### src/rtl/mdrop_pkg.sv
package mdrop_pkg;

  typedef enum logic [2:0] {
    ST_IDLE,
    ST_START,
    ST_DATA,
    ST_MARK,
    ST_STOP,
    ST_GUARD
  } tx_state_e;

  // multi-drop is selected by mode values 6 and 7
  function automatic logic is_multidrop(input logic [2:0] mode);
    return mode[2] & mode[1];
  endfunction

  // ninth-bit value for a character accepted now
  function automatic logic ninth_bit(input logic [2:0] mode, input logic pend, input logic strobe);
    return is_multidrop(mode) & (pend | strobe);
  endfunction

  // guard count loaded at stop end: periods remaining after the first
  function automatic logic [7:0] guard_start(input logic [7:0] g);
    return g - 8'd1;
  endfunction

endpackage

### src/rtl/mdrop_hold.sv
module mdrop_hold
  import mdrop_pkg::*;
#(
  parameter int DW = 8
) (
  input  logic          clk,
  input  logic          rst_n,
  input  logic          wr_i,
  input  logic [DW-1:0] data_i,
  input  logic          send_addr_i,
  input  logic [2:0]    mode_i,
  input  logic          take_i,
  output logic          full_o,
  output logic [DW-1:0] data_o,
  output logic          mark_o
);

  logic          full_q;
  logic [DW-1:0] data_q;
  logic          mark_q;
  logic          addr_pend_q;
  logic          wr_acc;

  assign wr_acc = wr_i & ~full_q;

  always_ff @(posedge clk or negedge rst_n) begin
    if (!rst_n) begin
      full_q      <= 1'b0;
      data_q      <= '0;
      mark_q      <= 1'b0;
      addr_pend_q <= 1'b0;
    end else begin
      if (take_i) full_q <= 1'b0;
      if (wr_acc) begin
        full_q <= 1'b1;
        data_q <= data_i;
        mark_q <= ninth_bit(mode_i, addr_pend_q, send_addr_i);
      end
      if (wr_acc) addr_pend_q <= 1'b0;
      else if (send_addr_i) addr_pend_q <= 1'b1;
    end
  end

  assign full_o = full_q;
  assign data_o = data_q;
  assign mark_o = mark_q;

  // a refused write leaves the waiting character untouched
  p_refused_write_r9: assert property (@(posedge clk) disable iff (!rst_n)
    (full_q && !take_i && wr_i) |=> (full_q && $stable(data_q)));

  // outside multi-drop the stored ninth bit is 0
  p_mark_needs_md_r3: assert property (@(posedge clk) disable iff (!rst_n)
    (wr_acc && !is_multidrop(mode_i)) |=> !mark_q);

endmodule

### src/rtl/mdrop_shifter.sv
module mdrop_shifter
  import mdrop_pkg::*;
#(
  parameter int DW = 8,
  parameter int GW = 8
) (
  input  logic          clk,
  input  logic          rst_n,
  input  logic          tick_i,
  input  logic          hold_full_i,
  input  logic [DW-1:0] hold_data_i,
  input  logic          hold_mark_i,
  input  logic [GW-1:0] guard_i,
  output logic          load_o,
  output logic          txd_o,
  output logic          idle_o
);

  localparam int CW = (DW > 1) ? $clog2(DW) : 1;

  tx_state_e     state_q;
  logic [DW-1:0] sh_q;
  logic          mark_q;
  logic [CW-1:0] bcnt_q;
  logic [GW-1:0] gcnt_q;
  logic          frame_last;

  assign frame_last = (state_q == ST_STOP && guard_i == '0) ||
                      (state_q == ST_GUARD && gcnt_q == '0);
  assign load_o = tick_i & hold_full_i & ((state_q == ST_IDLE) | frame_last);

  always_ff @(posedge clk or negedge rst_n) begin
    if (!rst_n) begin
      state_q <= ST_IDLE;
      sh_q    <= '0;
      mark_q  <= 1'b0;
      bcnt_q  <= '0;
      gcnt_q  <= '0;
    end else if (load_o) begin
      state_q <= ST_START;
      sh_q    <= hold_data_i;
      mark_q  <= hold_mark_i;
    end else if (tick_i) begin
      case (state_q)
        ST_START: begin
          state_q <= ST_DATA;
          bcnt_q  <= '0;
        end
        ST_DATA: begin
          sh_q <= sh_q >> 1;
          if (bcnt_q == CW'(DW - 1)) state_q <= ST_MARK;
          else bcnt_q <= bcnt_q + 1'b1;
        end
        ST_MARK: state_q <= ST_STOP;
        ST_STOP: begin
          if (guard_i == '0) state_q <= ST_IDLE;
          else begin
            state_q <= ST_GUARD;
            gcnt_q  <= GW'(guard_start(8'(guard_i)));
          end
        end
        ST_GUARD: begin
          if (gcnt_q == '0) state_q <= ST_IDLE;
          else gcnt_q <= gcnt_q - 1'b1;
        end
        default: state_q <= ST_IDLE;
      endcase
    end
  end

  always_comb begin
    case (state_q)
      ST_START: txd_o = 1'b0;
      ST_DATA:  txd_o = sh_q[0];
      ST_MARK:  txd_o = mark_q;
      default:  txd_o = 1'b1;
    endcase
  end

  assign idle_o = (state_q == ST_IDLE);

  // the guard count only moves on a baud tick
  p_guard_waits_tick_r6: assert property (@(posedge clk) disable iff (!rst_n)
    (state_q == ST_GUARD && !tick_i) |=> (state_q == ST_GUARD && $stable(gcnt_q)));

endmodule

### src/rtl/mdrop_tx.sv
module mdrop_tx
  import mdrop_pkg::*;
#(
  parameter int DW = 8,
  parameter int GW = 8
) (
  input  logic          clk,
  input  logic          rst_n,
  input  logic          bit_tick,
  input  logic          hold_wr,
  input  logic [DW-1:0] hold_data,
  input  logic          send_addr,
  input  logic [2:0]    par_mode,
  input  logic [GW-1:0] guard_len,
  output logic          txd,
  output logic          tx_ready,
  output logic          tx_empty
);

  logic          load_w;
  logic          full_w;
  logic [DW-1:0] hdata_w;
  logic          hmark_w;
  logic          idle_w;

  mdrop_hold #(.DW(DW)) u_hold (
    .clk(clk), .rst_n(rst_n), .wr_i(hold_wr), .data_i(hold_data),
    .send_addr_i(send_addr), .mode_i(par_mode), .take_i(load_w),
    .full_o(full_w), .data_o(hdata_w), .mark_o(hmark_w)
  );

  mdrop_shifter #(.DW(DW), .GW(GW)) u_shift (
    .clk(clk), .rst_n(rst_n), .tick_i(bit_tick), .hold_full_i(full_w),
    .hold_data_i(hdata_w), .hold_mark_i(hmark_w), .guard_i(guard_len),
    .load_o(load_w), .txd_o(txd), .idle_o(idle_w)
  );

  assign tx_ready = ~full_w;
  assign tx_empty = idle_w & ~full_w;

  // the cycle after a load shows the start bit
  p_start_low_r2: assert property (@(posedge clk) disable iff (!rst_n)
    load_w |=> !txd);

  // ready rises only as a start bit begins
  p_ready_at_start_r7: assert property (@(posedge clk) disable iff (!rst_n)
    $rose(tx_ready) |-> $past(load_w));

  // empty implies an idle high line and a free holding register
  p_empty_line_high_r8: assert property (@(posedge clk) disable iff (!rst_n)
    tx_empty |-> (txd && tx_ready));

endmodule

### config.mk
export PLATFORM = sky130hd
export DESIGN_NAME = mdrop_tx
export DESIGN_NICKNAME = d
export VERILOG_FILES = /design/src/rtl/mdrop_pkg.sv /design/src/rtl/mdrop_hold.sv /design/src/rtl/mdrop_shifter.sv /design/src/rtl/mdrop_tx.sv
export SDC_FILE = /design/constraint.sdc
export NUM_CORES = 1
export LEC_CHECK = 0
export ABC_AREA = 1
export BUFFER_PORTS_ARGS = -buffer_cell sky130_fd_sc_hd__buf_2
export CAP_MARGIN = 20
export CORE_ASPECT_RATIO = 1.4
export CORE_MARGIN = 5
export CORE_UTILIZATION = 35
export DETAILED_ROUTE_END_ITERATION = 8
export GPL_TIMING_DRIVEN = 0
export PLACE_DENSITY = 0.55
export SYNTH_ARGS = -nofsm -noshare
export SYNTH_HDL_FRONTEND = slang
export SYNTH_SLANG_ARGS = --single-unit
### constraint.sdc
create_clock -name clk -period 4.3 [get_ports clk]
set_input_delay 0.215 -clock clk [delete_from_list [all_inputs] [get_ports clk]]
set_output_delay 0.215 -clock clk [all_outputs]
set_load 0.05 [all_outputs]
**After elaboration in Yosys (flattened, before gate mapping)**

Index checks and enable logic that the tools add are counted.

- Add/subtract/negate cells: 3
- Equality and inequality tests: 11
- Multiplexer cells: 19
- Bitwise operators: 10
- Reductions and logical operators: 16

Operator list:

| cell | count |
|---|---|
| two-way mux 8 bit | 5 |
| two-way mux 3 bit | 6 |
| zero test 8 bit | 2 |
| case mux 8 bit (2 select lines) | 1 |
| subtractor 8 x 1 -> 8 bit, second input constant | 2 |
| case mux 3 bit (5 select lines) | 1 |
| nonzero test 2 bit | 6 |
| == test 3 bit, second input constant | 3 |
| bitwise AND 1 bit | 6 |
| == test 3 x 2 -> 1 bit, second input constant | 2 |
| != test 2 bit, second input constant | 3 |
| case mux 3 bit (2 select lines) | 1 |
| AND reduction 5 bit | 1 |
| two-way mux 1 bit | 4 |
| AND reduction 4 bit | 1 |
| adder 3 x 1 -> 3 bit, second input constant | 1 |
| == test 3 x 1 -> 1 bit, second input constant | 1 |
| zero test 3 bit | 1 |
| != test 3 x 2 -> 1 bit, second input constant | 1 |
| != test 3 bit, second input constant | 1 |
| case mux 1 bit (3 select lines) | 1 |
| AND reduction 3 bit | 1 |
| logical AND 1 bit | 2 |
| inverter 1 bit | 2 |
| other kinds (3) | 4 |

- Flip-flop bits (word level): 34
- Bits of input ports: 24
- Output and inout bits: 3
- Word-level logic and storage cells: 68

**Depth between registers and ports, before layout**

Gate-level depths: netlist of run 1.

- Depth after elaboration: 7
- Gate-level depth with buffers: 12
- Mapped depth without buffers: 12

**Cells and area by module**

Synthesis of run 1 repeated with hierarchy kept, for this count alone.

- Cell total of the unflattened synthesis: 299
- Area total of the unflattened synthesis: 2,018.2 um^2

Modules (own cells, without submodules):

| module | instances | cells an instance | area each (um^2) | sequential area each (um^2) |
|---|---|---|---|---|
| mdrop_shifter | 1 | 246 | 1,564.0 | 575.6 |
| mdrop_hold | 1 | 50 | 440.4 | 275.3 |
| mdrop_tx | 1 | 3 | 13.8 | 0.0 |

**Worst setup path after synthesis of run 1**

No wires, ideal clock.

- Path kind: register to register
- Start point: register u_shift.state_q[1]
- End point: register u_shift.gcnt_q[2]
- Library setup time: 0.136 ns
- Data arrival time: 1.511 ns
- Data required time: 4.164 ns
- Slack: 2.653 ns
- Stages on the path, launching flop included: 10
- Buffers on the path: 0
- Period minus slack after synthesis: 1.647 ns
- Cell sequence: dfrtp_1 -> inv_2 -> nand3_2 -> o21ai_2 -> inv_1 -> ha_1 -> nand3_1 -> inv_1 -> o21ai_0 -> o21ai_0

- Cells in the longest elaborated chain, start to end: 7
- Elaborated cells between the ends (all ways): 14
- Those cells by class: eq/ne: 4; mux: 1; bitwise: 3; reduce/logical: 6

Ends and longest elaborated chain:

| what | line | source |
|---|---|---|
| from (decl) | mdrop_shifter.sv:21 | `tx_state_e state_q;` |
| from (signal assigned) | mdrop_shifter.sv:34 | `state_q <= ST_IDLE;` |
| from (signal assigned) | mdrop_shifter.sv:40 | `state_q <= ST_START;` |
| from (signal assigned) | mdrop_shifter.sv:46 | `state_q <= ST_DATA;` |
| == test 3 bit, on equally long branches | mdrop_shifter.sv:28, mdrop_shifter.sv:44, mdrop_shifter.sv:29 |  |
| logical AND 1 bit, on equally long branches | mdrop_shifter.sv:28, mdrop_shifter.sv:29 |  |
| logical OR 1 bit | mdrop_shifter.sv:28 | `assign frame_last = (state_q == ST_STOP && guard_i == '0) \|\|` |
| OR 1 bit | mdrop_shifter.sv:30 | `assign load_o = tick_i & hold_full_i & ((state_q == ST_IDLE) \| frame_last);` |
| bitwise AND 1 bit | mdrop_shifter.sv:30 |  |
| inverter 1 bit (no line) | -- |  |
| AND reduction 5 bit (no line) | -- |  |
| to (signal assigned) | mdrop_shifter.sv:59 | `gcnt_q <= GW'(guard_start(8'(guard_i)));` |
| to (signal assigned) | mdrop_shifter.sv:64 | `else gcnt_q <= gcnt_q - 1'b1;` |
| to (decl) | mdrop_shifter.sv:25 | `logic [GW-1:0] gcnt_q;` |

Parallel ways exist; a longest one is shown, timed or not.
A chain may end at the register's enable or synchronous reset.

**Final worst setup path of run 1**

Ends and elaborated chain as after synthesis.

==> results of run 1 <==
-- layer usage --
layer  up-vias  GRT usage [%]
met4         0           3.77
met5         -              0
met3         6           2.53
li1        943              -
met1       819           15.5
met2        29           22.3
-- final cells by class --
type	instances	area [um2]
Clock buffer	6	82.6
Multi-Input combinational cell	196	935
Inverter	47	176
Timing Repair Buffer	25	125
Tap cell	68	85.1
Fill cell	608	3220
Sequential cell	34	851
Clock inverter	2	12.5
Buffer	4	33.8
-- metrics by stage --
step	worst slack (ps)	utilization (%)	hold slack, ps	instances	area [um2]
floorplan	2650	-	-80.6	281	2000
global placement	2420	39.9	354	374	2210
detailed placement	2370	39.9	334	374	2210
CTS	2350	41.6	25.1	382	2300
global route	2160	41.6	70.8	382	2300
finish	2380	41.6	-4.09	382	2300
-- state kept, by name (all words and copies together) (netlist names) --
| signal | flops |
|---|---|
| u_shift.mark_q | 1 |
| u_shift.gcnt_q | 8 |
| u_hold.data_o | 8 |
| u_shift.bcnt_q | 3 |
| u_shift.sh_q | 8 |
| u_hold.full_o | 1 |
| u_hold.addr_pend_q | 1 |
| u_shift.state_q | 3 |
| u_hold.mark_o | 1 |
-- worst max path at each step --
stage                        from                end  slack [ps]
3_3_place_gp   u_shift.state_q[1]  u_shift.gcnt_q[2]        2420
3_5_place_dp   u_shift.state_q[1]  u_shift.gcnt_q[2]        2370
4_1_cts        u_shift.state_q[1]  u_shift.gcnt_q[2]        2350
2_1_floorplan  u_shift.state_q[1]  u_shift.gcnt_q[2]        2650
6_report       u_shift.state_q[1]  u_shift.gcnt_q[2]        2380
5_1_grt        u_shift.state_q[1]  u_shift.gcnt_q[4]        2160
-- worst register-to-register path: cells and delay by family, from the launching register on --
family,cells,cell delay (ps)
AOI/OAI and AO/OA,3,480
adders and majority gates,1,190
buffers and inverters,3,330
DFF,1,460
and+or+nand+nor,2,320
-- kinds of logic after synthesis --
group | count (synthesis) | share of synthesized area, %
AOI/OAI and AO/OA | 31 | 8.65
adders and majority gates | 3 | 1.88
buffers and inverters | 51 | 10.5
DFF | 34 | 42.6
muxes | 1 | 0.564
and+or+nand+nor | 161 | 35.7
-- synthesized netlist by cell type, types with 3 or more instances --
master and count:
inv_1 44, ha_1 3, nand3_1 29, dfrtp_1 34
nand2_2 3, o21ai_0 22, nor2_1 24, nand2_1 93
-- where the power goes --
part / leakage [nW] / total (mW) / switching (mW) / internal [mW]
clock: 0.0472 / 0.246 / 0.117 / 0.129
combinational: 0.778 / 0.711 / 0.469 / 0.242
sequential: 0.413 / 0.559 / 0.0917 / 0.468
total: 1.24 / 1.52 / 0.678 / 0.838
-- placed cells by master, fill, tap and decap left out, drive strengths merged --
master    count
nand3b        2
a211oi        1
nor2         28
clkbuf        7
nand2        96
o21ai        25
o22ai         1
clkinv        2
dfrtp        34
mux2          1
nand4         1
ha            3
a22oi         2
nor3          3
buf          28
clkinvlp      1
a21oi         2
inv          46
nand3        31
==> flow_metrics.py, run 1 <==
metrics = {
    "run_status": {
        "status": "finished, violations left",
        "violations": "hold timing",
    },
    "sta": {
        "finalCritPeriodShare_pct": 44.7,
        "hold_viol": 3,
        "timing.slew.headroom_pct": 49.5,
        "hold_slack_ps": -4.09,
        "max_freq_mhz": 520,
        "grt_setup_unrepaired": "no",
        "final_max_slew_viol_count": 0,
        "timing.setup.tns_ps": 0,
        "finalCriticalPeriod_ps": 1920,
        "worst_pin_slew_ps": 758,
        "setup-violations-final": 0,
        "fin_skew_ps": 5.50,
    },
    "critical_path": {
        "crit_type": "reg -> reg",
        "cp_data_required_time_ps": 4440,
        "worst_setup_path_start_kind": "register",
        "critPathTopFamily": "compound AO/OA/AOI/OAI gates",
        "r2r.worst_path.cells": 9,
        "worst_path_depth": 9,
        "worst_path_largest_cell_delay_ps": 460,
        "cp_max_fo": 6,
        "worst_r2r_startpoint": "u_shift.state_q[1]",
        "arrival_ps": 2060,
        "worst_r2r_endpoint": "u_shift.gcnt_q[2]",
        "ff2ff_setup_slack_ps": 2380,
        "worst_path_max_delay_cell": "dfrtp_1",
        "setup_crit_end_kind": "register",
        "critPathBufInv": 3,
        "path_cells": "inv_2 -> nand3_2 -> o21ai_2 -> inv_1 -> ha_1 -> nand3_1 -> inv_1 -> o21ai_0 -> o21ai_0",
    },
    "min_path": {
        "hp-class": "in -> async",
    },
    "synth": {
        "synth-edff-count": 0,
        "synthDominantCellAreaShare_pct": 42.6,
        "synthesized_netlist_cell_count": 281,
        "yosysSeqAreaShare_pct": 42.6,
        "ys_types": 28,
        "yosys_warnings": 0,
        "synth.area.top_cells": "dfrtp_1 43%, nand2_1 17%, inv_1 8.3%, nand3_1 7.3%, o21ai_0 5.5%",
        "yosys_most_used_dff": "dfrtp_1",
        "synth.net_count": 308,
        "synthesis.area_per_instance_um2": 7.10,
        "synth.cell_area_um2": 2000,
        "ys_async_rst_share_pct": 100,
        "synth_register_bits": 34,
        "synth_top_area_cell": "dfrtp_1",
    },
    "global_route": {
        "first_global_vias": 1699,
        "overflow": 0,
        "grt.total_usage_pct": 12.8,
        "grt_start_max_net_pins": 35,
        "antenna_found_initial": 0,
        "grt_first_pass_wirelength_um": 7510,
    },
    "clock_tree": {
        "clock_tree_from_tritoncts": "yes",
        "clock_root_buffer_master": "clkbuf_8",
        "htreeDepth": 2,
        "hold_buffers": 0,
        "cts_setup_buffers": 0,
        "worst_setup_hold_path_clk_slew_ps": 70,
        "ctsLongestPathBuffers": 2,
        "clk-insertion-delay-late_ps": 280,
        "cts_buffers": 5,
        "cts.repair.resized": 0,
        "clock_sinks": 34,
    },
    "drt": {
        "per_cell_routed_wire_length_um": 11.4,
        "count_of_vias_placed_by_the_detailed_router": 1797,
        "dr.first_iter.drc_count": 122,
        "drt_pass1_iterations": 4,
        "met2_wl_post_dr_um": 2180,
        "routedLengthMet1_um": 1950,
        "route.met3.wl_um": 179,
        "drt-vias-per-instance": 4.70,
        "postRouteAntennaNets": 0,
        "routed_wirelength_um": 4370,
        "top_layer_used": "met4",
        "drc_errors": 0,
    },
    "finish": {
        "n_antenna_cell": 0,
        "design.final.nets": 340,
        "area.growth.synth_to_final_pct": 15.3,
        "drive_above_1_share_pct": 16.2,
    },
    "die": {
        "fp.dieArea_um2": 7330,
        "die_w_um": 73.8,
        "placeableCoreArea_um2": 5530,
        "design.portCount": 27,
        "placement_rows": 32,
        "die_y_um": 99.3,
        "floorplan.initialDensity_pct": 36.1,
    },
    "power_and_ir_drop": {
        "post-layout-total-power_mw": 1.52,
        "cellLeakagePower_nw": 1.24,
        "max_ir_drop_vdd_v": 0.000281,
        "power_per_cell_area_nw_per_um2": 659,
    },
    "placed_design": {
        "place_hpwl_um": 3340,
        "routabilityCongestion": 0.868,
        "place.port_buffers": 25,
    },
    "run": {
        "maxCapViolations": 0,
    },
}
(Power assumes the default switching activity.)
==> run 2, diff against run 1 <==
- PLACE_DENSITY: 0.55 -> 0.57
- clock period: 4.3 -> 1.6 ns (I/O delays scaled with it)
==> run 2 against run 1 <==
Net effect:
- the flow now finishes without violations
- die area is the same
- flip-flop and latch count is the same
- cell count grew 6.8%
- utilization grew 6.8 points
- highest routed layer unchanged
==> flow_metrics.py, run 2 (synthesis results as in run 1) <==
metrics = {
    "run_status": {
        "status": "finished, final reports clean",
    },
    "sta": {
        "final_max_slew_viol_count": 0,
        "worst_pin_slew_ps": 764,
        "setup-violations-final": 0,
        "final.setup.worst_slack_ps": 11.3,
        "grt_setup_unrepaired": "yes",
        "hold_viol": 0,
        "fin_skew_ps": 7.29,
        "finalCritPeriodShare_pct": 99.3,
        "hold_slack_ps": 21.7,
        "timing.slew.headroom_pct": 49.1,
        "finalCriticalPeriod_ps": 1590,
        "max_freq_mhz": 629,
    },
    "critical_path": {
        "cp_data_required_time_ps": 1780,
        "r2r.worst_path.cells": 11,
        "critPathBufInv": 3,
        "crit_type": "reg -> reg",
        "worst_path_depth": 11,
        "path_cells": "inv_4 -> nand3_4 -> o21ai_4 -> inv_2 -> ha_4 -> nand3_4 -> inv_2 -> nand3_2 -> nand2_1 -> nand3_1 -> nand2_1",
        "critPathTopFamily": "simple AND/OR/NAND/NOR gates",
        "cp_max_fo": 5,
        "setup_crit_end_kind": "register",
        "worst_setup_path_start_kind": "register",
        "worst_path_max_delay_cell": "dfrtp_2",
        "arrival_ps": 1770,
        "worst_path_largest_cell_delay_ps": 430,
    },
    "clock_tree": {
        "clock_root_buffer_master": "clkbuf_8",
        "cts_buffers": 5,
        "clock_sinks": 34,
        "ctsLongestPathBuffers": 2,
        "clk-insertion-delay-late_ps": 290,
        "clock_tree_from_tritoncts": "yes",
        "worst_setup_hold_path_clk_slew_ps": 70,
        "htreeDepth": 2,
    },
    "finish": {
        "n_antenna_cell": 0,
        "final_common_cell": "nand2_1",
        "finish.cell_count_without_fillers": 408,
        "finish.instance_area_um2": 2680,
        "layout.cells.most_common_list": "84 x nand2_1, 42 x inv_1, 32 x dfrtp_1",
        "drive_above_1_share_pct": 27.1,
        "design.final.nets": 366,
        "finalCoreUtilization_pct": 48.4,
        "area.growth.synth_to_final_pct": 34.1,
    },
    "power_and_ir_drop": {
        "comb_power_share_pct": 53.8,
        "power_per_cell_area_nw_per_um2": 1760,
        "cellLeakagePower_nw": 1.39,
        "seq_power_share_pct": 32.0,
        "switching_power_mw": 2.09,
        "cellInternalPower_mw": 2.63,
        "clockPowerShare_pct": 14.2,
        "power.switching_fraction_pct": 44.3,
        "max_ir_drop_vdd_v": 0.000892,
    },
    "die": {
        "placeableCoreArea_um2": 5530,
        "die_y_um": 99.3,
        "die_w_um": 73.8,
        "fp.dieArea_um2": 7330,
        "floorplan.initialDensity_pct": 36.1,
        "placement_rows": 32,
        "design.portCount": 27,
    },
    "placed_design": {
        "place.port_buffers": 25,
        "dp.cells": 374,
        "routabilityCongestion": 0.861,
        "placed_cell_area_um2": 2230,
        "place_hpwl_um": 3180,
        "worst_setup_slack_post_dpl_ps": -239,
    },
    "global_route": {
        "first_global_vias": 1713,
        "grt.total_usage_pct": 12.9,
        "overflow": 0,
        "antenna_found_initial": 0,
        "grt_first_pass_wirelength_um": 7510,
        "grt_start_max_net_pins": 35,
    },
    "drt": {
        "routed_wirelength_um": 4740,
        "drt-vias-per-instance": 4.64,
        "drc_errors": 0,
        "drt_pass1_iterations": 4,
        "postRouteAntennaNets": 0,
        "count_of_vias_placed_by_the_detailed_router": 1895,
        "dr.first_iter.drc_count": 48,
        "per_cell_routed_wire_length_um": 11.6,
    },
    "run": {
        "maxCapViolations": 0,
    },
    "min_path": {
        "hp-class": "in -> reg",
        "instance_count_along_the_most_critical_hold_path": 2,
    },
}
==> run 2: cell count changes in the layout (fill, tap and decap cells not counted), moves of 3 or more <==
cell and change:
nand2_1 -9, o21ai_0 -6, nand2_2 +5, nand3_1 -3, nor2_1 -3, dlygate4sd3_1 +8, buf_4 +17, nand2_4 +4
o21ai_1 +5
==> run 2: what timing repair did <==
item	in CTS	in global routing
pin swaps	8	17
endpoints found under the hold margin	41	0
endpoints found under the setup margin	18	23
resized for setup	9	34
hold buffers	8	0
gates cloned	0	1
buffers inserted	10	8
==> run 2: path summary, 6_finish.rpt <==
path	from	endpoint	slack [ps]
hold reg to reg	u_hold.addr_pend_q	u_hold.addr_pend_q	490
setup / recovery	u_shift.state_q[1]	u_shift.gcnt_q[6]	10
min in group asynchronous	rst_n	u_shift.state_q[2]	420
max in group asynchronous	rst_n	u_shift.state_q[0]	650
setup reg to reg	u_shift.state_q[1]	u_shift.gcnt_q[6]	10
hold / removal	hold_data[0]	u_hold.data_o[0]	20
==> run 2: power by group through the flow <==
stage	Sequential (mW)	Combinational, mW	Clock (mW)
2_1_floorplan	1.46	1.57	0
3_3_place_gp	1.51	1.95	0
3_5_place_dp	1.52	1.96	0
4_1_cts	1.50	2.22	0.692
5_1_grt	1.56	2.86	0.729
6_report	1.51	2.54	0.670
==> run 2: area by class of cell <==
| class | instances | area, um2 |
|---|---|---|
| Buffer | 3 | 26.3 |
| Clock buffer | 6 | 82.6 |
| Clock inverter | 2 | 12.5 |
| Fill cell | 556 | 2850 |
| Inverter | 47 | 179 |
| Multi-Input combinational cell | 196 | 1060 |
| Sequential cell | 34 | 853 |
| Tap cell | 68 | 85.1 |
| Timing Repair Buffer | 52 | 373 |
==> run 2: through the flow <==
| step | power [mW] | TNS (ps) |
|---|---|---|
| after global routing | 5.16 | -427 |
| after global placement | 3.46 | -1230 |
| after floorplan | 3.03 | -16.6 |
| after CTS | 4.41 | -13.7 |
| after detailed placement | 3.48 | -1340 |
| final | 4.72 | 0 |
==> run 2: per-layer routing <==
metal / vias to the layer above / share of wire (%) / track usage, %
met5: - / 0 / 0
met4: 0 / 2.8 / 5.86
met3: 11 / 4.4 / 2.83
met2: 39 / 52 / 21.6
met1: 852 / 41 / 15.6
li1: 993 / - / -
==> run 2: worst register-to-register path, stage by stage (launching register included) <==
cell and delay (ps):
dfrtp_2 430, inv_4 100, nand3_4 130, o21ai_4 190, inv_2 70, ha_4 170, nand3_4 110, inv_2 50
nand3_2 50, nand2_1 40, nand3_1 70, nand2_1 50
